`config.mk`:
```
export PLATFORM = sky130hd
export DESIGN_NAME = lw_sram
export DESIGN_NICKNAME = d
export VERILOG_FILES = /design/src/rtl/lw_sram_pkg.sv /design/src/rtl/lw_sram_ctrl.sv /design/src/rtl/lw_sram_array.sv /design/src/rtl/lw_sram_wbuf.sv /design/src/rtl/lw_sram.sv
export SDC_FILE = /design/constraint.sdc
export NUM_CORES = 1
export LEC_CHECK = 0
export BUFFER_PORTS_ARGS = -buffer_cell sky130_fd_sc_hd__buf_2
export CAP_MARGIN = 20
export CORE_MARGIN = 2
export CORE_UTILIZATION = 61
export CTS_CLUSTER_SIZE = 30
export DETAILED_ROUTE_END_ITERATION = 7
export HOLD_SLACK_MARGIN = 0.05
export PLACE_DENSITY = 0.82
export SYNTH_ARGS = -nofsm -noshare
export SYNTH_HDL_FRONTEND = slang
export SYNTH_SLANG_ARGS = --single-unit
```
`constraint.sdc`:
```
create_clock -name clk -period 2.8 [get_ports clk]
set_input_delay 0.28 -clock clk [delete_from_list [all_inputs] [get_ports clk]]
set_output_delay 0.28 -clock clk [all_outputs]
set_load 0.005 [all_outputs]
```
`src/rtl/lw_sram_pkg.sv`:
```
// Shared types for the late-write SRAM.
// Assumes: nothing beyond the IEEE 1800-2017 language.
package lw_sram_pkg;

    // Kind of command held in the address stage
    typedef enum logic [1:0] {
        CMD_IDLE = 2'd0,
        CMD_RD   = 2'd1,
        CMD_WR   = 2'd2
    } cmd_e;

endpackage

```
`src/rtl/lw_sram_ctrl.sv`:
```
// Address/command stage: registers select, write, byte enables and address
// on every rising edge and decodes them into one command.
// Assumes: sleep is synchronous enough to be sampled here; while it is high
// no new command starts.
module lw_sram_ctrl
    import lw_sram_pkg::*;
#(
    parameter int AW    = 6,
    parameter int BYTES = 2
) (
    input  logic             clk,
    input  logic             rst_n,
    input  logic             sel_n,
    input  logic             wr_n,
    input  logic [BYTES-1:0] bw_n,
    input  logic [AW-1:0]    addr,
    input  logic             sleep,
    output logic             a_rd,
    output logic             a_wr,
    output logic [AW-1:0]    a_addr,
    output logic [BYTES-1:0] a_mask
);

    cmd_e a_cmd;

    // Sample the command inputs; sleep or deselect give an idle slot
    always_ff @(posedge clk) begin
        if (!rst_n) begin
            a_cmd  <= CMD_IDLE;
            a_addr <= '0;
            a_mask <= '0;
        end else begin
            if (sleep || sel_n) begin
                a_cmd <= CMD_IDLE;
            end else if (wr_n) begin
                a_cmd <= CMD_RD;
            end else begin
                a_cmd <= CMD_WR;
            end
            a_addr <= addr;
            a_mask <= ~bw_n;
        end
    end

    assign a_rd = (a_cmd == CMD_RD);
    assign a_wr = (a_cmd == CMD_WR);

endmodule

```
`src/rtl/lw_sram_array.sv`:
```
// Storage array: one write port with a per-byte mask, and a combinational
// read port.
// Assumes: the caller never needs the write and the read to be ordered
// inside one cycle (the read returns the value before the edge).
module lw_sram_array #(
    parameter int AW    = 6,
    parameter int BYTES = 2,
    parameter int BW    = 9
) (
    input  logic                clk,
    input  logic [BYTES-1:0]    we,
    input  logic [AW-1:0]       waddr,
    input  logic [BYTES*BW-1:0] wdata,
    input  logic [AW-1:0]       raddr,
    output logic [BYTES*BW-1:0] rdata
);

    localparam int DEPTH = 1 << AW;
    localparam int DW    = BYTES * BW;

    logic [DW-1:0] mem [DEPTH];

    // Byte-masked store into the addressed word
    always_ff @(posedge clk) begin
        for (int b = 0; b < BYTES; b++) begin
            if (we[b]) begin
                mem[waddr][b*BW +: BW] <= wdata[b*BW +: BW];
            end
        end
    end

    assign rdata = mem[raddr];

endmodule

```
`src/rtl/lw_sram_wbuf.sv`:
```
// Pending-write buffer: holds one write (address, byte mask, data) after its
// data phase. Retires it to the array when a newer write's data arrives or
// when the array port has no read. Forwards enabled bytes to a read whose
// address matches.
// Assumes: cap and rd_busy are never high together (one command per slot).
module lw_sram_wbuf #(
    parameter int AW    = 6,
    parameter int BYTES = 2,
    parameter int BW    = 9
) (
    input  logic                clk,
    input  logic                rst_n,
    input  logic                cap,
    input  logic [AW-1:0]       cap_addr,
    input  logic [BYTES-1:0]    cap_mask,
    input  logic [BYTES*BW-1:0] cap_data,
    input  logic                rd_busy,
    input  logic [AW-1:0]       rd_addr,
    input  logic [BYTES*BW-1:0] arr_rdata,
    output logic [BYTES*BW-1:0] rd_merged,
    output logic [BYTES-1:0]    cm_we,
    output logic [AW-1:0]       cm_addr,
    output logic [BYTES*BW-1:0] cm_data
);

    localparam int DW = BYTES * BW;

    logic             pend_vld;
    logic [AW-1:0]    pend_addr;
    logic [BYTES-1:0] pend_mask;
    logic [DW-1:0]    pend_data;
    logic             commit;
    logic             hit;

    // Retire when a new write replaces the entry or the array port is free
    assign commit  = pend_vld && (cap || !rd_busy);
    assign cm_we   = commit ? pend_mask : '0;
    assign cm_addr = pend_addr;
    assign cm_data = pend_data;
    assign hit     = pend_vld && (pend_addr == rd_addr);

    // Load a captured write, or drop the entry once it is retired
    always_ff @(posedge clk) begin
        if (!rst_n) begin
            pend_vld  <= 1'b0;
            pend_addr <= '0;
            pend_mask <= '0;
            pend_data <= '0;
        end else if (cap) begin
            pend_vld  <= 1'b1;
            pend_addr <= cap_addr;
            pend_mask <= cap_mask;
            pend_data <= cap_data;
        end else if (commit) begin
            pend_vld  <= 1'b0;
        end
    end

    // Per-byte choice between pending data and array data
    for (genvar b = 0; b < BYTES; b++) begin : g_fwd
        assign rd_merged[b*BW +: BW] = (hit && pend_mask[b]) ? pend_data[b*BW +: BW]
                                                             : arr_rdata[b*BW +: BW];
    end

    // a captured write is held until it can be retired
    a_r8_capture_holds : assert property (@(posedge clk) disable iff (!rst_n)
        cap |=> pend_vld);

    // retiring never collides with a read on the single array port
    a_r8_commit_not_on_read : assert property (@(posedge clk) disable iff (!rst_n)
        (|cm_we) |-> (!rd_busy || cap));

endmodule

```
`src/rtl/lw_sram.sv`:
```
// Late-write pipelined synchronous SRAM top. The address stage, the
// pending-write buffer and the array feed an output register. The bus
// enable is gated at once by oe_n and sleep.
// Assumes: write data comes on dq_in one edge after its address, and the
// pad drives dq_out only while dq_oe is high.
module lw_sram #(
    parameter int AW    = 6,
    parameter int BYTES = 2,
    parameter int BW    = 9
) (
    input  logic                clk,
    input  logic                rst_n,
    input  logic                sel_n,
    input  logic                wr_n,
    input  logic [BYTES-1:0]    bw_n,
    input  logic [AW-1:0]       addr,
    input  logic [BYTES*BW-1:0] dq_in,
    input  logic                oe_n,
    input  logic                sleep,
    output logic [BYTES*BW-1:0] dq_out,
    output logic                dq_oe
);

    localparam int DW = BYTES * BW;

    logic             a_rd;
    logic             a_wr;
    logic [AW-1:0]    a_addr;
    logic [BYTES-1:0] a_mask;
    logic [DW-1:0]    arr_rdata;
    logic [DW-1:0]    rd_merged;
    logic [BYTES-1:0] cm_we;
    logic [AW-1:0]    cm_addr;
    logic [DW-1:0]    cm_data;
    logic [DW-1:0]    dout_q;
    logic             rd_q;

    lw_sram_ctrl #(.AW(AW), .BYTES(BYTES)) u_ctrl (
        .clk    (clk),
        .rst_n  (rst_n),
        .sel_n  (sel_n),
        .wr_n   (wr_n),
        .bw_n   (bw_n),
        .addr   (addr),
        .sleep  (sleep),
        .a_rd   (a_rd),
        .a_wr   (a_wr),
        .a_addr (a_addr),
        .a_mask (a_mask)
    );

    lw_sram_wbuf #(.AW(AW), .BYTES(BYTES), .BW(BW)) u_wbuf (
        .clk       (clk),
        .rst_n     (rst_n),
        .cap       (a_wr),
        .cap_addr  (a_addr),
        .cap_mask  (a_mask),
        .cap_data  (dq_in),
        .rd_busy   (a_rd),
        .rd_addr   (a_addr),
        .arr_rdata (arr_rdata),
        .rd_merged (rd_merged),
        .cm_we     (cm_we),
        .cm_addr   (cm_addr),
        .cm_data   (cm_data)
    );

    lw_sram_array #(.AW(AW), .BYTES(BYTES), .BW(BW)) u_array (
        .clk   (clk),
        .we    (cm_we),
        .waddr (cm_addr),
        .wdata (cm_data),
        .raddr (a_addr),
        .rdata (arr_rdata)
    );

    // Output register: load read data and mark the data window
    always_ff @(posedge clk) begin
        if (!rst_n) begin
            rd_q   <= 1'b0;
            dout_q <= '0;
        end else begin
            rd_q <= a_rd;
            if (a_rd) begin
                dout_q <= rd_merged;
            end
        end
    end

    assign dq_out = dout_q;
    assign dq_oe  = rd_q && !oe_n && !sleep;

    // a read sampled at edge k drives the bus in the window after k+1
    a_r1_read_drives : assert property (@(posedge clk) disable iff (!rst_n)
        (!sel_n && wr_n && !sleep) ##1 1'b1 ##1 (!oe_n && !sleep) |-> dq_oe);

    // the data cycle of a write leaves the bus undriven
    a_r2_write_no_drive : assert property (@(posedge clk) disable iff (!rst_n)
        (!sel_n && !wr_n && !sleep) |-> ##2 !dq_oe);

    // a deselect leaves the bus undriven in its data window
    a_r4_deselect_no_drive : assert property (@(posedge clk) disable iff (!rst_n)
        sel_n |-> ##2 !dq_oe);

    // a command sampled during sleep never drives the bus
    a_r6_sleep_no_cycle : assert property (@(posedge clk) disable iff (!rst_n)
        sleep |-> ##2 !dq_oe);

endmodule

```
==> summary.txt <==
Die
  • Die height: 281 µm
  • Die X: 281 µm
  • Top-Level Pins: 51
  • Row count: 101
  • Initial Utilization: 61.6%
  • Die area: 0.0788 mm²
  • Core Area: 0.0758 mm²

Synth
  • Post-synth top area cell: edfxtp_1
  • Mapped Nets: 2,342
  • Top cell type's share of synthesized area: 74.1%
  • Synth top area cells: edfxtp_1, mux4_2, dfxtp_1, mux2i_1, nor2_1
  • Syn Inst Count: 2,310
  • Seq/Total Area, Yosys: 76.5%
  • Synth warn: 0
  • Distinct cell type count after synthesis: 54
  • Mean area per synthesized cell: 20.2 µm²
  • Synth top cells by count: edfxtp_1, mux4_2, nor2_1
  • Mapped Area: 0.0467 mm²
  • Most frequent cell after synthesis: edfxtp_1
  • EDFF count, synth: 1,152
  • Fraction of registers with async set/reset: 0%
  • Top FF cell, synth: edfxtp_1
  • Yosys reg bits: 1,208

Critical path
  • CP Max Fanout: 25
  • Endpoint type of the worst setup path: register
  • Worst-case reg-to-reg path depth: 8
  • FF-to-FF Start: u_ctrl.a_addr[3]
  • Worst R2R Setup Slack: -0.05 ns
  • Worst path arrival time: 3.44 ns
  • Crit path required time: 3.39 ns
  • Critical path type: register to register
  • R2R Path End: dq_out[1]
  • CP startpoint kind: register

Layout
  • Layout cells sized above 1: 29.5%
  • Finished Layout Cells: 3,737
  • Post-route cell area: 0.0540 mm²
  • Area Growth Syn to Fin: 15.5%
  • # nets final: 2,686

Timing
  • Count of final setup violators: 2
  • Slew at the pin with the worst max-slew slack: 1.06 ns
  • Final Worst Setup Slack: -0.0472 ns
  • Slew margin rel.: 29.0%
  • TNS Setup: -0.0607 ns
  • Crit path time final: 2.85 ns
  • Skew final: 0.0499 ns
  • Final Max Tran Viols: 0
  • Fin crit share: 102%
  • Final Hold Viols: 0
  • Fmax: 0.351 GHz

Clock network
  • CTS Buffer Depth: 3
  • CTS sink count: 1,208
  • Reg clk slew, reported paths: 0.07 ns
  • Root buf cell: clkbuf_16
  • CTS tree: done
  • # H-tree levels: 3
  • CTS buffer count: 113
  • Clk_lat worst skew: 0.73 ns

Pwr
  • Int Pwr: 29.3 mW
  • Clock power share: 42.8%
  • Maximum VDD drop: 604 µV
  • Register share of total power: 53.0%
  • P_leak: 17.7 nW
  • P per Cell Area: 689 mW/mm²
  • Gate power share: 4.2%
  • Sw frac: 21.3%
  • Sw power: 7.92 mW
  • Overall Power: 37.2 mW

Global route
  • GR Util All Layers: 32.8%
  • Met3 usage: 8.98%
  • First-pass GRT wire length: 183 mm
  • Antenna violations before repair: 4
  • Met2 Resource Use GR: 50.6%
  • Met1 usage: 44.4%
  • Largest net degree at the start of global routing: 50
  • Most used routing layer: met2
  • Vias in the first global route: 26,528
  • GR Overflow Total: 0

Flow run
  • Max Cap Violations: 0

Route
  • DR iter-0 viols: 4,648
  • Routed len/inst: 34.2 µm
  • Drc violations: 0
  • Via count: 26,686
  • Initial DRT Pass Iterations: 7
  • Final WL: 128 mm
  • Antenna Violating Nets Remaining: 0
  • Via-per-instance ratio: 7.14

Run status
  • Failing checks: negative setup slack
  • Status: complete, but fails checks

Placement
  • Placed insts: 3,483
  • Placer Congestion: 0.918
  • DP HPWL: 75.8 mm
  • PortBufs: 50
  • Placed cell areas: 0.0497 mm²

Hold path
  • Worst hold start: rst_n
  • Hold Crit Endpoint: dq_out[0]
  • Hold/Removal Path Class: primary input to register
  • Hold depth: 3
worst max-delay path: stages, from the launching register on:
cell,delay (ns)
dfxtp_2,0.42
buf_12,0.23
nand2b_1,0.34
nor2_1,0.70
a22oi_1,0.28
buf_4,0.24
nand4_1,0.17
nor2_1,0.14
nor3_1,0.22
cell usage in the layout, fill, tap and decap left out, types with 22 or more instances in the layout:
cell,Yosys,layout
edfxtp_1,1152,1152
mux4_2,263,263
buf_4,9,256
nor2_1,159,157
clkbuf_16,0,113
nand2_1,111,111
mux2i_1,83,82
a22oi_1,57,57
buf_2,40,50
a21oi_1,49,48
dfxtp_1,56,33
dlygate4sd3_1,0,30
clkinv_1,0,28
clkinv_2,0,25
o22ai_1,22,22
power groups by stage:
stage / Clock [mW] / Sequential [mW] / Combinational [mW]
final: 15.9 / 19.7 / 1.56
after global placement: 0 / 20.1 / 1.39
after floorplan: 0 / 20.1 / 0.926
after global routing: 16.6 / 19.7 / 1.61
after CTS: 15.9 / 19.7 / 1.50
after detailed placement: 0 / 20.1 / 1.43
kinds of logic (layout without fill, tap and decap cells):
kind of cell    count (synthesis)  after routing  synth area share, %
flops                        1208           1208                 76.5
simple gates                  388            388                 3.76
mux                           348            348                 14.5
compound gates                220            220                 3.32
buf+inv                       140            585                 1.83
xor+xnor                        6              6                0.113
other cells                     0              4                    0
metal layers:
layer | wire [µm] | part of all wire (%)
met1 | 43300 | 34
met2 | 59800 | 47
met3 | 17700 | 14
met4 | 7070 | 5.5
met5 | 69 | 0.054
state kept, by name, summed over array words and instances (netlist names):
name and count:
u_array.mem 1152, dq_out 18, u_wbuf.cm_data 18, u_ctrl.a_addr 6, u_wbuf.cm_addr 6, u_ctrl.a_cmd 2, u_ctrl.a_mask 2, u_wbuf.pend_mask 2
rd_q 1, u_wbuf.pend_vld 1
metrics by stage:
step                setup slack (ns)  utilization [%]  hold WS (ns)
floorplan                      0.562                -         0.347
global route               -0.000352             71.2        0.0847
CTS                          0.00254             71.1        0.0603
global placement               0.144             65.5         0.447
finish                       -0.0472             71.2        0.0915
detailed placement           -0.0867             65.5         0.451
how the worst max path moves through the flow:
stage	from	end	slack, ns
finish	u_ctrl.a_addr[3]	dq_out[1]	-0.05
global route	u_ctrl.a_addr[0]	dq_out[10]	-0.0004
CTS	u_ctrl.a_addr[0]	dq_out[11]	0.003
detailed placement	u_ctrl.a_addr[3]	dq_out[10]	-0.09
global placement	u_ctrl.a_addr[3]	dq_out[11]	0.14
floorplan	u_wbuf.cm_addr[1]	u_array.mem[26][10]	0.56
what timing repair did:
action / in CTS / in global routing
pin swaps: 0 / 1
setup endpoints to repair: 1 / 7
hold buffers: 30 / 0
setup buffers: 0 / 4
gates resized for setup: 2 / 9
hold endpoints to repair: 28 / 0
cell type report:
cell class	instances	area [µm²]
Antenna cell	4	10.0
Clock buffer	128	2920
Clock inverter	88	965
Fill cell	4075	21900
Inverter	13	48.8
Multi-Input combinational cell	962	10200
Sequential cell	1208	35800
Tap cell	978	1220
Timing Repair Buffer	356	2860
(Power assumes the default switching activity.)
